--- config.mk ---
export PLATFORM = sky130hd
export DESIGN_NAME = adc_host_ctrl
export DESIGN_NICKNAME = d
export VERILOG_FILES = /design/src/rtl/adc_host_pkg.sv /design/src/rtl/adc_host_clkdiv.sv /design/src/rtl/adc_host_gaptimer.sv /design/src/rtl/adc_host_shifter.sv /design/src/rtl/adc_host_ctrl.sv
export SDC_FILE = /design/constraint.sdc
export NUM_CORES = 1
export LEC_CHECK = 0
export CAP_MARGIN = 0
export CORE_MARGIN = 1.5
export CORE_UTILIZATION = 41
export CTS_CLUSTER_DIAMETER = 150
export DETAILED_ROUTE_END_ITERATION = 8
export GPL_TIMING_DRIVEN = 1
export PLACE_DENSITY = 0.66
export SYNTH_ARGS = -nofsm -noshare
export SYNTH_HDL_FRONTEND = slang
export SYNTH_SLANG_ARGS = --single-unit
--- constraint.sdc ---
create_clock -name clk -period 4.4 [get_ports clk]
set_input_delay 1.1 -clock clk [delete_from_list [all_inputs] [get_ports clk]]
set_output_delay 1.1 -clock clk [all_outputs]
set_load 0.05 [all_outputs]
--- src/rtl/adc_host_pkg.sv ---
package adc_host_pkg;

    localparam int CMD_W      = 8;
    localparam int RES_W      = 12;
    localparam int FRAME_BITS = 16;
    localparam int EDGE_W     = $clog2(2 * FRAME_BITS + 1);

    // command word fields decoded by the sequencer
    localparam int         CHAN_BIT = 5;
    localparam logic [1:0] PM_AWAKE = 2'b01;

    typedef enum logic {
        SEQ_IDLE  = 1'b0,
        SEQ_FRAME = 1'b1
    } seq_state_e;

    function automatic logic mode_sleeps(input logic [CMD_W-1:0] w);
        return w[1:0] != PM_AWAKE;
    endfunction

endpackage

--- src/rtl/adc_host_clkdiv.sv ---
module adc_host_clkdiv #(
    parameter int DIV_W = 8
) (
    input  logic             clk,
    input  logic             rst_n,
    input  logic             clr_i,
    input  logic             run_i,
    input  logic [DIV_W-1:0] div_i,
    output logic             tick_o
);

    typedef struct packed {
        logic [DIV_W-1:0] cnt;
    } div_t;

    div_t d, q;

    always_comb begin
        d      = q;
        tick_o = 1'b0;
        if (clr_i) begin
            d.cnt = '0;
        end else if (run_i) begin
            if (q.cnt == div_i) begin
                d.cnt  = '0;
                tick_o = 1'b1;
            end else begin
                d.cnt = q.cnt + 1'b1;
            end
        end
    end

    always_ff @(posedge clk or negedge rst_n) begin
        if (!rst_n) q <= '0;
        else        q <= d;
    end

    AST_DIV_RANGE: assert property (@(posedge clk) disable iff (!rst_n)
        run_i && !clr_i |-> q.cnt <= div_i);

endmodule

--- src/rtl/adc_host_gaptimer.sv ---
module adc_host_gaptimer #(
    parameter int GAP_W = 16
) (
    input  logic             clk,
    input  logic             rst_n,
    input  logic             clr_i,
    output logic [GAP_W-1:0] cnt_o
);

    localparam logic [GAP_W-1:0] CNT_MAX = '1;

    typedef struct packed {
        logic [GAP_W-1:0] cnt;
    } gap_t;

    gap_t d, q;

    always_comb begin
        d = q;
        if (clr_i)                d.cnt = '0;
        else if (q.cnt != CNT_MAX) d.cnt = q.cnt + 1'b1;
    end

    always_ff @(posedge clk or negedge rst_n) begin
        if (!rst_n) q <= '0;
        else        q <= d;
    end

    assign cnt_o = q.cnt;

endmodule

--- src/rtl/adc_host_shifter.sv ---
module adc_host_shifter
    import adc_host_pkg::*;
(
    input  logic             clk,
    input  logic             rst_n,
    input  logic             load_i,
    input  logic [CMD_W-1:0] cmd_i,
    input  logic             tick_i,
    input  logic             dout_i,
    output logic             sclk_o,
    output logic             din_o,
    output logic             active_o,
    output logic             done_o,
    output logic [RES_W-1:0] word_o
);

    localparam logic [EDGE_W-1:0] LAST_EDGE = EDGE_W'(2 * FRAME_BITS);

    typedef struct packed {
        logic              active;
        logic              sclk;
        logic              din;
        logic              done;
        logic [EDGE_W-1:0] edges;
        logic [CMD_W-1:0]  cmd;
        logic [RES_W-1:0]  sh;
    } shf_t;

    localparam shf_t SHF_RST = '{
        active: 1'b0, sclk: 1'b1, din: 1'b0, done: 1'b0,
        edges: '0, cmd: '0, sh: '0
    };

    shf_t d, q;

    always_comb begin
        d      = q;
        d.done = 1'b0;
        if (load_i) begin
            d.active = 1'b1;
            d.sclk   = 1'b1;
            d.din    = 1'b0;
            d.edges  = '0;
            d.cmd    = cmd_i;
            d.sh     = '0;
        end else if (q.active && tick_i) begin
            if (q.edges == LAST_EDGE) begin
                // trailing half period with clock high, then release
                d.active = 1'b0;
                d.done   = 1'b1;
            end else begin
                d.edges = q.edges + 1'b1;
                if (q.sclk) begin
                    d.sclk = 1'b0;
                    d.din  = q.cmd[CMD_W-1];
                    d.cmd  = {q.cmd[CMD_W-2:0], 1'b0};
                end else begin
                    d.sclk = 1'b1;
                    d.sh   = {q.sh[RES_W-2:0], dout_i};
                end
            end
        end
    end

    always_ff @(posedge clk or negedge rst_n) begin
        if (!rst_n) q <= SHF_RST;
        else        q <= d;
    end

    assign sclk_o   = q.sclk;
    assign din_o    = q.din;
    assign active_o = q.active;
    assign done_o   = q.done;
    assign word_o   = q.sh;

    AST_LOAD_WHEN_IDLE: assert property (@(posedge clk) disable iff (!rst_n)
        load_i |-> !q.active);

    AST_SCLK_ON_TICK: assert property (@(posedge clk) disable iff (!rst_n)
        q.active && !tick_i && !load_i |=> $stable(q.sclk));

    AST_DIN_HELD_AT_RISE: assert property (@(posedge clk) disable iff (!rst_n)
        q.active && !q.sclk && tick_i |=> $stable(q.din));

endmodule

--- src/rtl/adc_host_ctrl.sv ---
module adc_host_ctrl
    import adc_host_pkg::*;
#(
    parameter int DIV_W    = 8,
    parameter int GAP_W    = 16,
    parameter int WAKE_CYC = 250
) (
    input  logic             clk,
    input  logic             rst_n,
    input  logic             start_i,
    input  logic [CMD_W-1:0] ctrl_i,
    input  logic [DIV_W-1:0] div_i,
    input  logic             auto_i,
    input  logic [GAP_W-1:0] gap_i,
    input  logic             dout_i,
    output logic             cs_n_o,
    output logic             sclk_o,
    output logic             din_o,
    output logic [RES_W-1:0] result_o,
    output logic             result_chan_o,
    output logic             result_valid_o
);

    localparam logic [31:0] WAKE_W = 32'(WAKE_CYC);

    typedef struct packed {
        seq_state_e       state;
        logic             cs_n;
        logic [CMD_W-1:0] cur_cmd;
        logic [CMD_W-1:0] req_cmd;
        logic             pend;
        logic [DIV_W-1:0] div_cur;
        logic             dummy;
        logic             wake_done;
        logic             asleep;
        logic             prev_chan;
        logic [RES_W-1:0] res;
        logic             res_chan;
        logic             res_valid;
    } seq_t;

    localparam seq_t SEQ_RST = '{
        state: SEQ_IDLE, cs_n: 1'b1, cur_cmd: '0, req_cmd: '0, pend: 1'b0,
        div_cur: '0, dummy: 1'b0, wake_done: 1'b0, asleep: 1'b1,
        prev_chan: 1'b0, res: '0, res_chan: 1'b0, res_valid: 1'b0
    };

    seq_t d, q;

    logic             launch;
    logic             gap_clr;
    logic             tick;
    logic             shf_sclk;
    logic             shf_active;
    logic             shf_done;
    logic [RES_W-1:0] shf_word;
    logic [GAP_W-1:0] gap_cnt;
    logic [31:0]      span_w;
    logic [31:0]      gapi_w;
    logic [31:0]      gapc_w;
    logic [31:0]      need_w;

    always_comb begin
        span_w = ({{(32-DIV_W){1'b0}}, q.div_cur} + 32'd1) << 1;
        gapi_w = {{(32-GAP_W){1'b0}}, gap_i};
        gapc_w = {{(32-GAP_W){1'b0}}, gap_cnt};
        if (q.wake_done) need_w = (WAKE_W > span_w) ? WAKE_W : span_w;
        else             need_w = (gapi_w > span_w) ? gapi_w : span_w;
    end

    always_comb begin
        d           = q;
        d.res_valid = 1'b0;
        launch      = 1'b0;
        gap_clr     = 1'b0;

        if (start_i) begin
            d.req_cmd = ctrl_i;
            d.pend    = 1'b1;
        end

        case (q.state)
            SEQ_IDLE: begin
                if (gapc_w >= need_w) begin
                    if (q.wake_done) begin
                        // conversion frame after the wake frame, same command
                        launch      = 1'b1;
                        d.dummy     = 1'b0;
                        d.wake_done = 1'b0;
                    end else if (q.pend || auto_i) begin
                        launch    = 1'b1;
                        d.cur_cmd = q.pend ? q.req_cmd : ctrl_i;
                        d.div_cur = div_i;
                        d.dummy   = q.asleep;
                        d.pend    = start_i;
                    end
                end
                if (launch) begin
                    d.state = SEQ_FRAME;
                    d.cs_n  = 1'b0;
                end
            end
            SEQ_FRAME: begin
                if (shf_done) begin
                    gap_clr     = 1'b1;
                    d.state     = SEQ_IDLE;
                    d.cs_n      = 1'b1;
                    d.prev_chan = q.cur_cmd[CHAN_BIT];
                    if (q.dummy) begin
                        d.wake_done = 1'b1;
                    end else begin
                        d.res       = shf_word;
                        d.res_chan  = q.prev_chan;
                        d.res_valid = 1'b1;
                        d.asleep    = mode_sleeps(q.cur_cmd);
                    end
                end
            end
            default: d.state = SEQ_IDLE;
        endcase
    end

    always_ff @(posedge clk or negedge rst_n) begin
        if (!rst_n) q <= SEQ_RST;
        else        q <= d;
    end

    adc_host_clkdiv #(.DIV_W(DIV_W)) u_clkdiv (
        .clk    (clk),
        .rst_n  (rst_n),
        .clr_i  (launch),
        .run_i  (shf_active),
        .div_i  (q.div_cur),
        .tick_o (tick)
    );

    adc_host_shifter u_shifter (
        .clk      (clk),
        .rst_n    (rst_n),
        .load_i   (launch),
        .cmd_i    (d.cur_cmd),
        .tick_i   (tick),
        .dout_i   (dout_i),
        .sclk_o   (shf_sclk),
        .din_o    (din_o),
        .active_o (shf_active),
        .done_o   (shf_done),
        .word_o   (shf_word)
    );

    adc_host_gaptimer #(.GAP_W(GAP_W)) u_gap (
        .clk   (clk),
        .rst_n (rst_n),
        .clr_i (gap_clr),
        .cnt_o (gap_cnt)
    );

    assign cs_n_o         = q.cs_n;
    assign sclk_o         = shf_sclk;
    assign result_o       = q.res;
    assign result_chan_o  = q.res_chan;
    assign result_valid_o = q.res_valid;

    // independent count of chip-select-high cycles, used only by assertions
    logic [31:0] hi_cnt_q;
    always_ff @(posedge clk or negedge rst_n) begin
        if (!rst_n)                       hi_cnt_q <= '0;
        else if (!q.cs_n)                 hi_cnt_q <= '0;
        else if (hi_cnt_q != 32'hFFFF_FFFF) hi_cnt_q <= hi_cnt_q + 32'd1;
    end

    AST_SCLK_IDLE_HIGH: assert property (@(posedge clk) disable iff (!rst_n)
        q.cs_n |-> shf_sclk);

    AST_VALID_ONE_CYCLE: assert property (@(posedge clk) disable iff (!rst_n)
        q.res_valid |=> !q.res_valid);

    AST_VALID_AT_FRAME_END: assert property (@(posedge clk) disable iff (!rst_n)
        q.res_valid |-> q.cs_n && $past(!q.cs_n));

    AST_CS_MIN_HIGH: assert property (@(posedge clk) disable iff (!rst_n)
        $fell(q.cs_n) |-> $past(hi_cnt_q) >= $past(span_w));

    AST_WAKE_SETTLE: assert property (@(posedge clk) disable iff (!rst_n)
        $fell(q.cs_n) && $past(q.wake_done) |-> $past(hi_cnt_q) >= WAKE_W);

endmodule

==> flow_summary.ini, run 1 <==
[floorplanning]
die_height_um = 121.8
num_rows = 43
dieArea_mm2 = 0.01484
io_pins = 54
die_w_um = 121.8
coreArea_mm2 = 0.01383
start_util = 0.4186

[power_and_ir_drop]
p_per_area_mw_per_mm2 = 330.7
ir_worst_vdd_v = 0.0002264
finalPower_uw = 2508
p_leak_uw = 0.003222

[yosys]
syn_area_mm2 = 0.005788
synth_ff_type = dfrtp_1
synthArstFlopShare = 1.000
yosysTopAreaCell = dfrtp_1
synthTopCellsByCount = dfrtp_1, nand2_1, mux2_2
synth_fp_nets = 637
yosysMostFrequentCell = dfrtp_1
yosysTopAreaCellShare = 0.4150
yosysSeqAreaShare = 0.4287
yosys-top-cells-area = dfrtp_1, mux2_2, ha_1
synth-seq-cells = 99
synth_edf_count = 0
postSynthCellCount = 571
synth_area_per_cell_um2 = 10.14
ys_types = 64
yosysWarningCount = 0

[run_status]
status = complete, but fails checks
violations = setup timing

[cts]
cts_made_buffers = 9
clk_path_buf_depth = 2
tritoncts = done
clock_latency_ps = 350
clock_sinks = 99
root_buffer = clkbuf_16
cts.htree.levels = 3
clk_pin_slew_ps = 70

[setup_path]
crit_type = reg2reg
cp_max_fo = 8
cp-end-kind = register
critical_path_arrival_ps = 4750
cp.required_ps = 4630
cp-start-kind = register

[sta]
relSlewSlack = 0.3337
setup_viol = 18
final-max-slew-violation-count = 0
fmax_mhz = 221.1
skew_ps = 8.007
timing.final.ws_setup_ps = -121.9
hold_violations = 0
min_period_ps = 4522
tightest_slew_ps = 999.4
finalCritPeriodShare = 1.028
rsz0062_at_grt = true

[finish]
stdcell_count = 849
antenna_cells = 0
multi_input_area_mm2 = 0.003432
nFillCells = 1151
register_area_mm2 = 0.002481
area_delta_synth_final_pct = 31.02
drive_gt1_frac = 0.3004
nets = 730
finalInstanceArea_mm2 = 0.007584

[route]
dr.pass1.iters = 7
first_iter_violations = 296
num_vias = 4596
wl_per_cell_um = 16.69
viasPerCell = 5.413
ant_nets = 0
remaining_drc_errors = 0
wirelength_um = 14170

[placement]
dpl_cell_area_mm2 = 0.006748
io_buffers = 53
place_inst = 808
place_congestion = 0.9022
hpwl_um = 9349

[global_route]
grt_usage = 0.1922
grt_pass1_vias = 4567
grt_pass1_wl_um = 22280
grt_start_max_net_pins = 80
grt_antenna_before_repair = 0
overflow = 0

[worst_hold_path]
hold_path_class = reg2reg

[flow_run]
cap_violations = 0
metrics by stage:
step,hold slack (ps),util,setup TNS [ps],setup WS (ps)
floorplan,434.2,-,-676.2,-69.75
global placement,464.2,0.4880,-36780,-710.5
detailed placement,448.2,0.4880,-44220,-845.0
CTS,455.3,0.5252,-1057,-72.79
global route,484.5,0.5485,-7995,-262.9
finish,456.4,0.5485,-1771,-121.9
flip-flops by register name, summed over array words and instances, names as in the netlist, 8 cells and up:
name	count
u_gap.cnt_o	16
u_clkdiv.q	8
u_shifter.word_o	12
q	30
u_shifter.q	14
result_o	12
where the power goes:
group	switching [uW]	internal [uW]
Combinational	269	274
Sequential	153	1040
Clock	338	439
Total	760	1750
final cells by class:
| cell class | instances | area share |
|---|---|---|
| Clock buffer | 11 | 0.03069 |
| Sequential cell | 99 | 0.3272 |
| Multi-Input combinational cell | 414 | 0.4526 |
| Clock inverter | 5 | 0.007095 |
| Inverter | 21 | 0.01039 |
| Timing Repair Buffer | 119 | 0.1424 |
| Tap cell | 180 | 0.02970 |
path summary, 6_finish.rpt:
kind	from	to	slack [ps]	depth (start not counted)
max	q[18]$_DFFE_PN0P_	q[21]$_DFFE_PN0P_	-120	23
min	u_shifter.done_o$_DFF_PN0_	q[44]$_DFF_PN0_	460	1
max reg2reg	q[18]$_DFFE_PN0P_	q[21]$_DFFE_PN0P_	-120	23
min reg2reg	u_shifter.done_o$_DFF_PN0_	q[44]$_DFF_PN0_	460	1
max in group asynchronous	rst_n	u_gap.cnt_o[12]$_DFFE_PN0P_	2650	2
min in group asynchronous	rst_n	u_shifter.q[24]$_DFFE_PN0P_	920	1
cell usage in the layout, fill, tap and decap left out, types with 7 or more instances in the layout:
master and count:
a21oi_1 24, mux2_2 37, clkbuf_16 11, inv_1 20
o21ai_0 27, xnor2_1 15, nand4_1 13, nor3_1 7
nand3_1 15, o22ai_1 10, o22a_1 7, or4_1 7
clkdlybuf4s50_1 39, a21o_1 7, nand2_1 50, nor2_1 37
buf_4 55, mux2i_1 10, mux2_4 18, dfrtp_1 96
xor2_1 11, buf_6 7, ha_1 20
cell families after synthesis:
kind of cell	count (synthesis)	share of synthesized area
AO/OA/AOI/OAI	107	0.1230
AND/OR/NAND/NOR	182	0.1636
adder cells (fa/ha/maj)	29	0.06269
XOR/XNOR	31	0.04691
buffers and inverters	58	0.04950
flip-flops	99	0.4287
multiplexers	65	0.1256
critical path, cell delays in order, from the launching register on:
cell and delay, ps:
dfrtp_1 410, buf_6 130, nand2_1 90, nor3_2 200, buf_4 160, xnor2_2 90, ha_2 200, a21oi_2 140
nand3_2 110, buf_4 150, buf_4 130, o22ai_4 230, nor3_4 100, buf_4 160, mux2i_1 110, ha_2 320
o21a_1 130, o21ai_1 60, o21a_1 180, o311a_4 380, nor4_4 280, buf_4 170, clkbuf_16 160, mux2_4 300
per-layer routing:
| metal | vias up | part of all wire | GRT usage |
|---|---|---|---|
| met5 | - | 0 | 0 |
| met4 | 0 | 0.023 | 0.08603 |
| met3 | 27 | 0.030 | 0.03043 |
| met2 | 99 | 0.50 | 0.3146 |
| met1 | 2249 | 0.45 | 0.2512 |
| li1 | 2221 | - | - |
repair_timing:
action                                  4_1_cts  5_1_grt
setup buffers                                 8       16
endpoints found under the setup margin       59       58
hold buffers                                  0        0
resized for setup                            58       43
pin swaps                                    24       23
gates cloned                                  1        1
No activity file was read; power rests on OpenSTA's default activity.
==> run 2, diff against run 1 <==
PLACE_DENSITY = default   (was 0.66)
PLACE_DENSITY_LB_ADDON = 0.25   (was default)
==> flow_summary.ini, run 2 (synthesized netlist as in run 1, its figures left out) <==
[power_and_ir_drop]
p_leak_uw = 0.003383
finalPower_uw = 2672
combPwrFrac = 0.236
p_per_area_mw_per_mm2 = 332.9
internal_power_uw = 1880
p_sw_uw = 792.2
ir_worst_vdd_v = 0.0001980
swShare = 0.2965
power_frac_seq = 0.445
clkPwrFrac = 0.319

[setup_path]
cp_cell_sequence = dlygate4sd2_1 -> inv_1 -> ha_1 -> and4b_1 -> nand4_1 -> o22ai_4 -> buf_4 -> buf_4 -> or4_4 -> o311ai_4 -> ha_1 -> buf_4 -> o21ai_2 -> nand2b_1 -> a21oi_2 -> o311a_4 -> nor4_4 -> buf_6 -> buf_12 -> mux2_4
cp.required_ps = 4620
cp_slowest_cell = or4_4
critPathTopFamily = simple AND/OR/NAND/NOR gates
cp-end-kind = register
crit_path_frequent_cell = buf_4
crit_type = in2reg
r2r_slack_ps = -90
crit_buf_inv = 7
slowest_delay_ps = 480
critical_path_arrival_ps = 4720
cp_max_fo = 8
cp-start-kind = input pin

[sta]
hold_slack_ps = 487.6
finalCritPeriodShare = 1.023
skew_ps = 8.198
final-max-slew-violation-count = 0
setup_viol = 18
hold_violations = 0
fmax_mhz = 222.1
min_period_ps = 4502
relSlewSlack = 0.3990
timing.final.ws_setup_ps = -101.6
rsz0062_at_grt = true
tightest_slew_ps = 901.5

[floorplanning]
io_pins = 54
coreArea_mm2 = 0.01383
die_w_um = 121.8
dieArea_mm2 = 0.01484
start_util = 0.4186
die_height_um = 121.8
num_rows = 43

[finish]
stdcell_count = 859
area_delta_synth_final_pct = 38.67
register_area_mm2 = 0.002484
nets = 740
final_cell_mix = dfrtp_1, buf_4, nand2_1, clkdlybuf4s50_1, mux2_2
top_register = q
antenna_cells = 0
final_common_cell = dfrtp_1
drive_gt1_frac = 0.3579
multi_input_area_mm2 = 0.003654
nFillCells = 1115
largest_reg_flops = 30

[global_route]
grt_start_max_net_pins = 39
overflow = 0
grt_usage = 0.1987
grt_antenna_before_repair = 0
grt_pass1_vias = 4780
grt_pass1_wl_um = 23220

[cts]
cts.htree.levels = 3
cts_made_buffers = 9
clk_path_buf_depth = 2
clk_pin_slew_ps = 60
clock_latency_ps = 350
tritoncts = done
root_buffer = clkbuf_16
clock_sinks = 99

[worst_hold_path]
hold_path_class = reg2reg

[placement]
hpwl_um = 9486
place_inst = 816
place_congestion = 0.8739
io_buffers = 53

[flow_run]
cap_violations = 0

[route]
wl_per_cell_um = 17.03
remaining_drc_errors = 0
wirelength_um = 14630
ant_nets = 0
num_vias = 4684
viasPerCell = 5.453
first_iter_violations = 295
dr.pass1.iters = 4

[run_status]
status = complete, but fails checks
violations = setup timing
-- run 2: stage by stage --
stage / TNS, ps / utilization / setup slack (ps) / area (um2)
floorplan: -676.2 / - / -69.75 / 5868
global placement: -34650 / 0.4924 / -665.2 / 6808
detailed placement: -38530 / 0.4924 / -729.4 / 6808
CTS: -7015 / 0.5576 / -148.0 / 7710
global route: -8545 / 0.5805 / -255.0 / 8026
finish: -1415 / 0.5805 / -101.6 / 8026
-- run 2: layout make-up --
type / count / share of cell area
Timing Repair Buffer: 129 / 0.1574
Clock buffer: 12 / 0.03071
Inverter: 21 / 0.009821
Multi-Input combinational cell: 414 / 0.4552
Sequential cell: 99 / 0.3094
Clock inverter: 4 / 0.009353
Tap cell: 180 / 0.02806
-- run 2: worst reg2reg max path: cells and delay by family (launching register included) --
kind            cells  cell delay, ps
fa+ha+maj           2             510
xor+xnor            1             180
simple gates        6            1160
compound gates      7            1280
mux                 1             310
flops               1             410
buf+inv             4             550
-- run 2: timing repair --
item / in CTS / in global routing
gates cloned: 4 / 0
resized for setup: 98 / 62
pin swaps: 29 / 40
setup buffers: 15 / 11
setup endpoints to repair: 59 / 59
hold buffers: 0 / 0
hold endpoints to repair: 0 / 0
-- run 2: path summary, 6_finish.rpt --
check | startpoint | to | depth (start not counted)
max in group asynchronous | rst_n | cs_n_o$_DFFE_PN1P_ | 2
min in group asynchronous | rst_n | u_gap.cnt_o[12]$_DFFE_PN0P_ | 1
min | u_shifter.done_o$_DFF_PN0_ | q[44]$_DFF_PN0_ | 1
min reg2reg | u_shifter.done_o$_DFF_PN0_ | q[44]$_DFF_PN0_ | 1
max reg2reg | q[20]$_DFFE_PN0P_ | q[24]$_DFFE_PN0P_ | 21
max | gap_i[1] | q[24]$_DFFE_PN0P_ | 20
-- run 2: power by group through the flow --
stage          clock network (uW)  registers [uW]  logic [uW]
3_5_place_dp                    0            1200         497
5_1_grt                       917            1210         702
2_1_floorplan                   0            1180         326
4_1_cts                       874            1180         547
6_report                      854            1190         630
3_3_place_gp                    0            1190         478
-- run 2: routing by layer --
metal  GRT usage  vias to the layer above  part of all wire
li1            -                     2242                 -
met3     0.03605                       21             0.029
met1      0.2593                     2336              0.44
met5           0                        -                 0
met2      0.3346                       85              0.51
met4     0.06250                        0             0.015
==> run 3, diff against run 2 <==
CORE_UTILIZATION = 52   (was 41)
==> flow_summary.ini, run 3 (synthesized netlist as in run 1, its figures left out) <==
[run_status]
status = complete, but fails checks
violations = setup timing

[floorplanning]
io_pins = 54
start_util = 0.5339
num_rows = 38
die_height_um = 108.5
coreArea_mm2 = 0.01084
dieArea_mm2 = 0.01177
die_w_um = 108.5

[worst_hold_path]
hold_path_class = reg2reg
whs_path_depth = 2

[setup_path]
cp-end-kind = register
crit_path_frequent_cell = ha_1
cp_max_fo = 8
critical_path_depth = 17
cp_cell_sequence = dlygate4sd2_1 -> ha_1 -> a21oi_2 -> nand3_2 -> a311oi_2 -> o221a_4 -> nor3_4 -> and2_1 -> ha_1 -> nand2b_1 -> a2111oi_2 -> o21a_1 -> o311a_4 -> nor4_4 -> buf_4 -> clkbuf_16 -> mux2_4
crit_buf_inv = 3
cp.required_ps = 4650
cp-start-kind = input pin
r2r_slack_ps = 30
cp_slowest_cell = ha_1
slowest_delay_ps = 320
critPathTopFamily = compound AO/OA/AOI/OAI gates
crit_type = in2reg
r2r_cells = 17
critical_path_arrival_ps = 4660

[finish]
register_area_mm2 = 0.002482
top_register = q
nFillCells = 834
area_delta_synth_final_pct = 25.16
antenna_cells = 0
largest_reg_flops = 30
nets = 716
multi_input_area_mm2 = 0.003386
final_cell_mix = dfrtp_1, nand2_1, mux2_2, buf_4
drive_gt1_frac = 0.2718
final_common_cell = dfrtp_1
postLayoutCoreUtil = 0.6683

[global_route]
grt_usage = 0.2389
overflow = 0
grt_pass1_wl_um = 21850
grt_pass1_vias = 4498
grt_start_max_net_pins = 87
grt_antenna_before_repair = 0

[sta]
final-max-slew-violation-count = 0
hold_violations = 0
setup_viol = 7
timing.final.ws_setup_ps = -10.70
tightest_slew_ps = 1065
relSlewSlack = 0.2901
fmax_mhz = 226.7
tns_ps = -33.81
min_period_ps = 4411
skew_ps = 10.57
finalCritPeriodShare = 1.002
rsz0062_at_grt = true

[cts]
cts_made_buffers = 9
clk_path_buf_depth = 2
tritoncts = done
clock_latency_ps = 370
root_buffer = clkbuf_8
cts.htree.levels = 3
clk_pin_slew_ps = 80
clock_sinks = 99

[power_and_ir_drop]
p_per_area_mw_per_mm2 = 307.8
finalPower_uw = 2230
p_leak_uw = 0.003074
ir_worst_vdd_v = 0.0002148

[placement]
hpwl_um = 9228
dp_slack_ps = -677.9
io_buffers = 53
place_congestion = 0.8456

[route]
remaining_drc_errors = 0
num_vias = 4574
ant_nets = 0
viasPerCell = 5.753
first_iter_violations = 300
wl_per_cell_um = 16.95
dr.pass1.iters = 5
wirelength_um = 13480

[flow_run]
cap_violations = 0
## run 3: cell types whose count changed in the layout (fill, tap and decap cells not counted), moves of 4 or more
cell and change:
mux2_2 +6, buf_12 -4, dlymetal6s2s_1 -4, buf_16 -4, a21oi_1 +15, buf_4 -15, nor2_4 -10, nor2_1 +10
clkbuf_8 +9, mux2_4 -7, dlygate4sd2_1 +6, clkbuf_16 -7, a21oi_2 -16
## run 3: worst paths after layout
| check | from | end |
|---|---|---|
| hold / removal | q[15]$_DFFE_PN1P_ | q[15]$_DFFE_PN1P_ |
| min in group asynchronous | rst_n | result_o[2]$_DFFE_PN0P_ |
| max in group asynchronous | rst_n | u_gap.cnt_o[7]$_DFFE_PN0P_ |
| setup reg to reg | q[18]$_DFFE_PN0P_ | q[25]$_DFFE_PN0P_ |
| setup / recovery | gap_i[9] | q[25]$_DFFE_PN0P_ |
| hold reg to reg | q[15]$_DFFE_PN1P_ | q[15]$_DFFE_PN1P_ |
## run 3: area by class of cell
type / count / area share
clock inverters: 2 / 0.001900
clock buffers: 14 / 0.02107
multi-input cells: 415 / 0.4674
well taps: 140 / 0.02418
repair buffers: 104 / 0.1320
flip-flops and latches: 99 / 0.3427
inverters: 21 / 0.01088
## run 3: metal layers
| layer | vias up | global-route usage | routed length (um) |
|---|---|---|---|
| met4 | 0 | 0.09680 | 304 |
| met2 | 103 | 0.3985 | 6789 |
| met5 | - | 0 | 0 |
| li1 | 2191 | - | - |
| met3 | 28 | 0.03436 | 562 |
| met1 | 2252 | 0.3123 | 5819 |
## run 3: timing repair
action                     CTS  global route
setup endpoints to repair   59            57
hold buffers                 0             0
buffers inserted             7             4
gates cloned                 1             3
resized for setup           57            28
pin swaps                   10            24
## run 3: power by group
| group | internal [uW] | total, uW | switching (uW) |
|---|---|---|---|
| Clock | 223 | 521 | 298 |
| Sequential | 1030 | 1190 | 152 |
| Combinational | 265 | 523 | 258 |
| Total | 1520 | 2230 | 708 |
## run 3: through the flow
stage          cells  area (um2)  hold WS, ps
6_report         795        7244        497.6
4_1_cts          789        7064        497.1
3_5_place_dp     765        6663        476.0
5_1_grt          795        7244        527.3
2_1_floorplan    571        5868        434.2
3_3_place_gp     765        6663        459.0
## run 3: tightest hold or removal path, cell delays in order, from the launching register on
cell	delay (ps)
dfstp_2	360
inv_1	70
a21oi_1	60
